## config.mk

```make
export PLATFORM = sky130hd
export DESIGN_NAME = orbit_formatter
export DESIGN_NICKNAME = d
export VERILOG_FILES = /design/src/rtl/ofmt_pkg.sv /design/src/rtl/ofmt_align_line.sv /design/src/rtl/ofmt_bunch_ctr.sv /design/src/rtl/ofmt_cap_check.sv /design/src/rtl/orbit_formatter.sv
export SDC_FILE = /design/constraint.sdc
export NUM_CORES = 1
export LEC_CHECK = 0
export BUFFER_PORTS_ARGS = -buffer_cell sky130_fd_sc_hd__buf_4
export CAP_MARGIN = 15
export CORE_ASPECT_RATIO = 0.6
export CORE_UTILIZATION = 29
export DETAILED_ROUTE_END_ITERATION = 10
export PLACE_DENSITY = 0.46
export SLEW_MARGIN = 15
export SYNTH_ARGS = -nofsm -noshare
export SYNTH_HDL_FRONTEND = slang
export SYNTH_HIERARCHICAL = 1
export SYNTH_SLANG_ARGS = --single-unit
```

## constraint.sdc

```tcl
create_clock -name clk_i -period 2.4 [get_ports clk_i]
set_clock_uncertainty 0.1 [all_clocks]
set_input_delay 0 -clock clk_i [delete_from_list [all_inputs] [get_ports clk_i]]
set_output_delay 0 -clock clk_i [all_outputs]
set_load 0.005 [all_outputs]
```

## src/rtl/ofmt_pkg.sv

```systemverilog
package ofmt_pkg;

    localparam int EXP_W   = 2;
    localparam int MANT_W  = 5;
    localparam int CAP_W   = 2;
    localparam int BCN_W   = 12;
    localparam int SPARE_W = 4;
    localparam int SMP_W   = EXP_W + MANT_W + CAP_W;
    localparam int WORD_W  = 2 * SMP_W;

    typedef struct packed {
        logic [EXP_W-1:0]  expo;
        logic [MANT_W-1:0] mant;
        logic [CAP_W-1:0]  cap;
    } sample_t;

    typedef struct packed {
        logic               cap_err;
        logic               bcn_err;
        logic [SPARE_W-1:0] spare;
        logic [BCN_W-1:0]   bcn;
    } header_t;

    typedef enum logic [1:0] {
        K_IDLE,
        K_HEAD,
        K_FILL,
        K_DATA
    } kind_e;

    function automatic logic [CAP_W-1:0] cap_next(input logic [CAP_W-1:0] c);
        return c + 1'b1;
    endfunction

endpackage

```

## src/rtl/ofmt_align_line.sv

```systemverilog
module ofmt_align_line
    import ofmt_pkg::*;
#(
    parameter int MAX_DLY = 3,
    localparam int SEL_W  = $clog2(MAX_DLY + 1)
) (
    input  logic             clk_i,
    input  logic             rst_i,
    input  sample_t          smp_i,
    input  logic [SEL_W-1:0] sel_i,
    output sample_t          tap_o
);

    sample_t stg_q [1:MAX_DLY];

    always_ff @(posedge clk_i) begin
        if (rst_i) begin
            for (int i = 1; i <= MAX_DLY; i++) stg_q[i] <= '0;
        end else begin
            stg_q[1] <= smp_i;
            for (int i = 2; i <= MAX_DLY; i++) stg_q[i] <= stg_q[i-1];
        end
    end

    always_comb begin
        tap_o = smp_i;
        for (int i = 1; i <= MAX_DLY; i++) begin
            if (int'(sel_i) == i) tap_o = stg_q[i];
        end
    end

    // Delay of one: the tap equals the input seen one cycle earlier.
    AST_TAP_ONE: assert property (@(posedge clk_i) disable iff (rst_i)
        (int'(sel_i) == 1) |=> ((int'(sel_i) != 1) || (tap_o == $past(smp_i))));

endmodule

```

## src/rtl/ofmt_bunch_ctr.sv

```systemverilog
module ofmt_bunch_ctr
    import ofmt_pkg::*;
#(
    parameter int ORBIT_LEN = 3564
) (
    input  logic             clk_i,
    input  logic             rst_i,
    input  logic             strobe_i,
    output logic [BCN_W-1:0] cnt_o,
    output logic             armed_o,
    output logic             err_o
);

    localparam logic [BCN_W-1:0] LAST = BCN_W'(ORBIT_LEN - 1);

    logic [BCN_W-1:0] cnt_q;
    logic             armed_q;

    always_ff @(posedge clk_i) begin
        if (rst_i) begin
            cnt_q   <= '0;
            armed_q <= 1'b0;
        end else if (strobe_i) begin
            cnt_q   <= '0;
            armed_q <= 1'b1;
        end else begin
            cnt_q   <= cnt_q + 1'b1;
        end
    end

    assign cnt_o   = cnt_q;
    assign armed_o = armed_q;
    assign err_o   = strobe_i && armed_q && (cnt_q != LAST);

    AST_BCN_STEP: assert property (@(posedge clk_i) disable iff (rst_i)
        !strobe_i |=> (cnt_q == $past(cnt_q) + 1'b1));
    AST_BCN_RESTART: assert property (@(posedge clk_i) disable iff (rst_i)
        strobe_i |=> (cnt_q == '0 && armed_q));
    AST_NO_FIRST_ERR: assert property (@(posedge clk_i) disable iff (rst_i)
        !armed_q |-> !err_o);

endmodule

```

## src/rtl/ofmt_cap_check.sv

```systemverilog
module ofmt_cap_check
    import ofmt_pkg::*;
#(
    parameter int MAX_DLY = 3,
    localparam int HOLD   = MAX_DLY + 1,
    localparam int HOLD_W = $clog2(HOLD + 1)
) (
    input  logic             clk_i,
    input  logic             rst_i,
    input  logic             strobe_i,
    input  logic             run_i,
    input  logic [CAP_W-1:0] cap_a_i,
    input  logic [CAP_W-1:0] cap_b_i,
    output logic             flag_o
);

    logic [CAP_W-1:0]  prev_q;
    logic [HOLD_W-1:0] hold_q;
    logic              sticky_q;
    logic              active, pair_bad, seq_bad, det;

    always_comb begin
        active   = run_i && (hold_q == '0);
        pair_bad = (cap_a_i != cap_b_i);
        seq_bad  = (cap_a_i != cap_next(prev_q));
        det      = active && (pair_bad || seq_bad);
        flag_o   = sticky_q || det;
    end

    always_ff @(posedge clk_i) begin
        if (rst_i) begin
            prev_q   <= '0;
            hold_q   <= '0;
            sticky_q <= 1'b0;
        end else begin
            prev_q <= cap_a_i;
            if (strobe_i)            hold_q <= HOLD_W'(HOLD);
            else if (hold_q != '0)   hold_q <= hold_q - 1'b1;
            if (strobe_i)            sticky_q <= 1'b0;
            else if (det)            sticky_q <= 1'b1;
        end
    end

    AST_PAIR_SETS: assert property (@(posedge clk_i) disable iff (rst_i)
        (run_i && hold_q == '0 && !strobe_i && cap_a_i != cap_b_i) |=> sticky_q);
    AST_SEQ_SETS: assert property (@(posedge clk_i) disable iff (rst_i)
        (run_i && hold_q == '0 && !strobe_i && cap_a_i != cap_next(prev_q)) |=> sticky_q);
    AST_QUIET_IDLE: assert property (@(posedge clk_i) disable iff (rst_i)
        !run_i |-> !sticky_q);
    AST_CLEAR_ON_HDR: assert property (@(posedge clk_i) disable iff (rst_i)
        strobe_i |=> !sticky_q);

endmodule

```

## src/rtl/orbit_formatter.sv

```systemverilog
module orbit_formatter
    import ofmt_pkg::*;
#(
    parameter int ORBIT_LEN = 3564,
    parameter int FILL_LEN  = 69,
    parameter int MAX_DLY   = 3,
    localparam int SEL_W    = $clog2(MAX_DLY + 1)
) (
    input  logic              clk_i,
    input  logic              rst_i,
    input  logic              bc0_i,
    input  logic [1:0]        a_exp_i,
    input  logic [4:0]        a_mant_i,
    input  logic [1:0]        a_cap_i,
    input  logic [1:0]        b_exp_i,
    input  logic [4:0]        b_mant_i,
    input  logic [1:0]        b_cap_i,
    input  logic [SEL_W-1:0]  a_dly_i,
    input  logic [SEL_W-1:0]  b_dly_i,
    output logic [17:0]       tx_data_o,
    output logic              tx_send_o,
    output logic              dig_rst_o
);

    localparam int NCH    = 2;
    localparam int FILL_W = $clog2(FILL_LEN + 1);

    sample_t          raw [NCH];
    sample_t          tap [NCH];
    logic [SEL_W-1:0] sel [NCH];

    assign raw[0] = '{expo: a_exp_i, mant: a_mant_i, cap: a_cap_i};
    assign raw[1] = '{expo: b_exp_i, mant: b_mant_i, cap: b_cap_i};
    assign sel[0] = a_dly_i;
    assign sel[1] = b_dly_i;

    for (genvar ch = 0; ch < NCH; ch++) begin : g_chan
        ofmt_align_line #(.MAX_DLY(MAX_DLY)) u_line (
            .clk_i (clk_i),
            .rst_i (rst_i),
            .smp_i (raw[ch]),
            .sel_i (sel[ch]),
            .tap_o (tap[ch])
        );
    end

    logic [BCN_W-1:0] bcn;
    logic             run;
    logic             bcn_err;
    logic             cap_flag;

    ofmt_bunch_ctr #(.ORBIT_LEN(ORBIT_LEN)) u_bcn (
        .clk_i    (clk_i),
        .rst_i    (rst_i),
        .strobe_i (bc0_i),
        .cnt_o    (bcn),
        .armed_o  (run),
        .err_o    (bcn_err)
    );

    ofmt_cap_check #(.MAX_DLY(MAX_DLY)) u_cap (
        .clk_i    (clk_i),
        .rst_i    (rst_i),
        .strobe_i (bc0_i),
        .run_i    (run),
        .cap_a_i  (tap[0].cap),
        .cap_b_i  (tap[1].cap),
        .flag_o   (cap_flag)
    );

    logic [FILL_W-1:0] fill_left_q;
    kind_e             kind;
    header_t           hdr;
    logic [WORD_W-1:0] word_d;
    logic [WORD_W-1:0] data_q;
    logic              send_q, drst_q;

    always_comb begin
        if (bc0_i)                    kind = K_HEAD;
        else if (!run)                kind = K_IDLE;
        else if (fill_left_q != '0)   kind = K_FILL;
        else                          kind = K_DATA;

        hdr = '{cap_err: cap_flag, bcn_err: bcn_err, spare: '0, bcn: bcn};

        unique case (kind)
            K_HEAD:  word_d = hdr;
            K_FILL:  word_d = '1;
            K_DATA:  word_d = {tap[0], tap[1]};
            default: word_d = '0;
        endcase
    end

    always_ff @(posedge clk_i) begin
        if (rst_i) begin
            fill_left_q <= '0;
            data_q      <= '0;
            send_q      <= 1'b0;
            drst_q      <= 1'b0;
        end else begin
            data_q <= word_d;
            send_q <= (kind != K_IDLE);
            drst_q <= bc0_i;
            if (bc0_i)                   fill_left_q <= FILL_W'(FILL_LEN);
            else if (fill_left_q != '0)  fill_left_q <= fill_left_q - 1'b1;
        end
    end

    assign tx_data_o = data_q;
    assign tx_send_o = send_q;
    assign dig_rst_o = drst_q;

    AST_IDLE_QUIET: assert property (@(posedge clk_i) disable iff (rst_i)
        (!run && !bc0_i) |=> (!tx_send_o && tx_data_o == '0));
    AST_HDR_ON_STROBE: assert property (@(posedge clk_i) disable iff (rst_i)
        bc0_i |=> (tx_send_o && dig_rst_o && tx_data_o[15:12] == '0));
    AST_RST_SINGLE: assert property (@(posedge clk_i) disable iff (rst_i)
        !bc0_i |=> !dig_rst_o);
    AST_FILL_ONES: assert property (@(posedge clk_i) disable iff (rst_i)
        (run && !bc0_i && fill_left_q != '0) |=> (tx_data_o == '1));
    AST_SEND_HOLD: assert property (@(posedge clk_i) disable iff (rst_i)
        tx_send_o |=> tx_send_o);

endmodule

```

=== Word level (Yosys, flattened, before mapping) ===
Memories as Yosys holds them, arrays and structs flattened.
Index checks and enable logic that the tools add are counted.

* Register bits: 46
* Memory bits (writable): 54
* Input port bits: 25
* Output and inout bits: 20
* Logic and storage cells: 71
* Memories: 2

* $add $sub $neg: 4
* Equal/unequal tests: 12
* Mux-type cells: 23
* Bitwise gates (word level): 6
* Reduce and logical (&&, ||, !) cells: 13

{| class="wikitable"
|+ Memories
! name !! depth !! bits a word !! rd ports !! clocked after memory_dff !! wr ports !! RTL line !! RTL
|-
| g_chan[0].u_line.stg_q || 3 || 9 || 3 || 0 || 3 || ofmt_align_line.sv:14 || <nowiki>sample_t stg_q [1:MAX_DLY];</nowiki>
|-
| g_chan[1].u_line.stg_q || 3 || 9 || 3 || 0 || 3 || ofmt_align_line.sv:14 ||
|}

{| class="wikitable"
|+ Operators by type and width
! cell !! number
|-
| $mux W9 || 12
|-
| $pmux W18 S3 || 1
|-
| $mux W7 || 2
|-
| $add A12 B1 Y12 const B || 1
|-
| $eq A2 B2 Y1 const B || 6
|-
| $ne A12 B12 Y1 const B || 1
|-
| $reduce_bool A7 Y1 || 1
|-
| $sub A7 B1 Y7 const B || 1
|-
| $eq A2 B1 Y1 const B || 3
|-
| $mux W3 || 2
|-
| $or A1 B1 Y1 || 6
|-
| $reduce_bool A2 Y1 || 3
|-
| $logic_and A1 B1 Y1 || 4
|-
| $mux W1 || 4
|-
| $mux W2 || 2
|-
| $ne A2 B2 Y1 || 2
|-
| $logic_not A3 Y1 || 1
|-
| $reduce_bool A3 Y1 || 1
|-
| $sub A3 B1 Y3 const B || 1
|-
| $add A2 B1 Y2 const B || 1
|-
| $logic_or A1 B1 Y1 || 2
|-
| $reduce_or A2 Y1 || 1
|}

=== Longest topological paths before layout ===
* Word-level depth: 9
* Mapped depth: 7
* Depth with buffers taken out: 7

=== Modules after synthesis ===
The synthesis kept the hierarchy.

{| class="wikitable"
|+ By module, submodules not included
! module !! times used !! cells an instance !! area each (µm²) !! seq. area each (µm²)
|-
| ofmt_align_line || 2 || 67 || 954.7 || 540.5
|-
| orbit_formatter || 1 || 115 || 1026.0 || 540.5
|-
| ofmt_bunch_ctr || 1 || 65 || 583.1 || 260.2
|-
| ofmt_cap_check || 1 || 35 || 324.1 || 120.1
|}

=== Worst setup path before layout ===
OpenSTA, ideal clock, no wires.

* Kind: reg2reg
* Start: reg, netlist name g_chan[1].u_line/stg_q[0][10]
* End: reg data_q[17], in the netlist tx_data_o[17]
* Library setup time: 0.128 ns
* Arrival: 1.733 ns
* Required time: 2.172 ns
* Setup slack: 0.439 ns
* Stages on the path, launching flop included: 7
* Buffers on the path: 0
* Period minus slack after synthesis: 1.961 ns
* Path through: dfxtp_1 -> mux4_2 -> or3_1 -> a2111oi_4 -> nor3_1 -> nand2_1 -> o21ai_0

{| class="wikitable"
|+ RTL lines
! element !! RTL line !! RTL
|-
| end signal, assigned || orbit_formatter.sv:101 || <nowiki>data_q <= word_d;</nowiki>
|-
| end, declared || orbit_formatter.sv:75 || <nowiki>logic [WORD_W-1:0] data_q;</nowiki>
|}

==> results.json <==
{
  "antenna_cells": 0,
  "p_leak_nw": 1.94,
  "slew_viol_final": 0,
  "cts_tree": "built",
  "core_um2": 12900,
  "regToRegSetupSlack_ns": 0.31,
  "max_freq_mhz": 474,
  "dieArea_um2": 13700,
  "routedWlPerCell_um": 14.3,
  "io_pins": 45,
  "max-vdd-ir-drop_mv": 0.379,
  "vias": 2676,
  "overflow": 0,
  "syn_inst": 349,
  "die_h_um": 91.2,
  "top_layer_used": "met4",
  "power_density_nw_per_um2": 741,
  "drt_iter0_drc": 126,
  "fin_crit_sh_pct": 87.9,
  "synth_edf_count": 0,
  "via_per_inst": 4.56,
  "setup_viol_count_final": 0,
  "port_buffers": 44,
  "hold_depth": 3,
  "htree_levels": 3,
  "synthesis.area_um2": 3840,
  "hp-start": "a_dly_i[1]",
  "crit_path_end_kind": "flop",
  "rsz0062_at_grt": "no",
  "worst-path-max-fanout": 5,
  "die_w_um": 151,
  "area_growth_pct": 25.6,
  "dpl.hpwl_um": 5970,
  "final_util_pct": 37.4,
  "routed_wl_um": 8390,
  "r2r_cells": 6,
  "seq_area_frac_synth_pct": 52.1,
  "r2r_start": "g_chan[1].u_line/stg_q[0][19]",
  "cts_buffer_depth": 2,
  "async_reset_ff_share_pct": 0,
  "dr_wl_met2_um": 3300,
  "post_route_cells_drive_above_1_share_pct": 22.1,
  "setup_tns_ns": 0,
  "numCtsBuffers": 9,
  "synthesis.area_per_instance_um2": 11.0,
  "fin_crit_ns": 2.11,
  "ys_ff_latch": 100,
  "dr.pass1.iters": 4,
  "cts.sinks": 100,
  "start_util_pct": 29.8,
  "row_count": 32,
  "grt_pass1_vias": 2700,
  "grt_max_degree": 51,
  "max_slew_margin_pct": 28.6,
  "nets": 443,
  "p_total_mw": 3.58,
  "status": "completed",
  "hold_path_end": "tx_data_o[14]",
  "antenna_found_initial": 0,
  "clock_latency_ns": 0.34,
  "fill_cells": 1303,
  "placedCellCount": 551,
  "grt_pass1_wl_um": 14000,
  "ys_warn_count": 6,
  "synth.distinct_cells": 41,
  "wl_met3_um": 351,
  "reg2reg_to": "tx_data_o[17]",
  "post-route-drc-count": 0,
  "gpl.final_weighted_congestion": 0.762,
  "placedInstanceArea_um2": 4340,
  "clkSlewWorstSetupHoldPaths_ns": 0.06,
  "finalNonFillerCells": 587,
  "syn_nets": 380,
  "synth_ff_type": "dfxtp_1",
  "arrival_ns": 2.22,
  "drv_cap": 0,
  "tightest_slew_ns": 1.07,
  "finalHoldViolations": 0,
  "fin_area_um2": 4830,
  "cts-resized-gates": 0,
  "grt_util_all_layers_pct": 13.5,
  "hold_path_class": "input port to flop",
  "met1_length_um": 4650,
  "critPathRequiredTime_ns": 2.51,
  "cp-start-kind": "input port",
  "critPathKind": "input port to flop",
  "clockRootBuffer": "clkbuf_16",
  "postRouteAntennaNets": 0
}
==> cell families after synthesis <==
logic type	count (synthesis)	synth area share (%)
fa+ha+maj	6	1.95
flops	100	52.1
compound gates	49	8.73
mux	19	10.8
simple gates	143	22.3
xor+xnor	4	0.912
buf+inv	28	3.19
==> per-layer routing <==
layer  vias to the layer above  track usage [%]
li1                       1348                -
met1                      1269             20.1
met2                        51             18.4
met3                         8             3.82
met4                         0             4.17
met5                         -                0
==> where the power goes <==
group / internal, mW / leakage (nW) / total, mW / switching (mW)
logic: 0.204 / 0.977 / 0.401 / 0.197
registers: 1.73 / 0.820 / 1.77 / 0.0403
clock network: 0.799 / 0.146 / 1.40 / 0.603
==> cell usage after synthesis, types with 2 or more instances <==
cell type    n  area, um^2
a2111oi_0    2        17.5
nor3_1      16        80.1
inv_1       11        41.3
and2b_1     31         233
xor2_1       2        17.5
o31ai_1      3        22.5
nand4_2      2        25.0
nand2_1     20        75.1
clkbuf_1    13        48.8
a21oi_1     11        55.1
ha_1         6        75.1
dfxtp_1    100        2000
a211oi_1     2        15.0
clkbuf_2     2        10.0
nor2_1      16        60.1
nor2b_1     29         181
mux4_2      18         405
or3_1        6        37.5
nand3_1      5        25.0
o311a_1      2        20.0
a2111oi_2    2        30.0
or4_1        4        30.0
o21a_1       4        30.0
and2_1       2        12.5
nor4_1       2        12.5
o21ai_0     20         100
xnor2_1      2        17.5
buf_6        2        22.5
or2_2        2        12.5
==> per-stage QoR <==
step / hold WS, ns / worst slack [ns]
5_1_grt: 0.110 / 0.188
4_1_cts: 0.0783 / 0.295
3_5_place_dp: 0.124 / 0.330
2_1_floorplan: -0.0284 / 0.439
6_report: 0.0829 / 0.290
3_3_place_gp: 0.116 / 0.343
==> registers in the layout, indices dropped and copies added, names as in the netlist <==
register and count:
u_bcn/armed_o 1, g_chan.u_line/stg_q 54, tx_send_o 1, tx_data_o 18, u_bcn/cnt_o 12, u_cap/prev_q 2
fill_left_q 7, dig_rst_o 1, u_cap/sticky_q 1, u_cap/hold_q 3
==> final cells by class <==
cell class                 instances  area, um^2  area share [%]
clock buffer                      10         229            4.74
inverter                          11        41.3           0.856
sequential                       100        2000            41.5
multi-input combinational        221        1720            35.6
tap                              170         213            4.41
timing repair buffer              69         568            11.8
clock inverter                     6        55.1            1.14
==> worst max-delay path, stage by stage <==
cell and delay [ns]:
dlygate4sd3_1 0.53, buf_4 0.14, mux4_2 0.50, or3_1 0.44, a2111oi_4 0.39, nor3_1 0.07, nand2_1 0.06, o21ai_0 0.08
==> what timing repair did <==
action / CTS / global route
endpoints found under the setup margin: 0 / 0
hold buffers: 20 / 0
endpoints found under the hold margin: 32 / 0
buffers inserted: 0 / 0
==> worst max path at each step <==
stage / startpoint / endpoint / slack, ns
6_report: b_cap_i[1] / tx_data_o[17] / 0.29
5_1_grt: b_cap_i[1] / tx_data_o[17] / 0.19
4_1_cts: b_cap_i[1] / tx_data_o[17] / 0.29
3_5_place_dp: g_chan[1].u_line/stg_q[0][19] / tx_data_o[17] / 0.33
3_3_place_gp: g_chan[1].u_line/stg_q[0][10] / tx_data_o[17] / 0.34
2_1_floorplan: g_chan[1].u_line/stg_q[0][10] / tx_data_o[17] / 0.44
==> placed cells by master (no fill, tap or decap), types with 2 or more instances in the layout <==
cell,count
xor2_1,2
and2b_1,31
o31ai_1,3
xnor2_1,2
a2111oi_0,2
or2_2,2
nor4_1,2
nor3_1,16
nor2_1,16
clkbuf_16,9
and2_1,2
dlygate4sd3_1,20
nand4_2,2
inv_1,11
ha_1,6
nor2b_1,29
or4_1,4
mux4_2,18
a211oi_1,2
o21ai_0,20
nand3_1,5
a2111oi_2,2
buf_4,49
dfxtp_1,100
clkinv_2,5
or3_1,6
o21a_1,4
nand2_1,20
o311a_1,2
a21oi_1,11
Note: power is estimated with default switching activity, not from simulation.
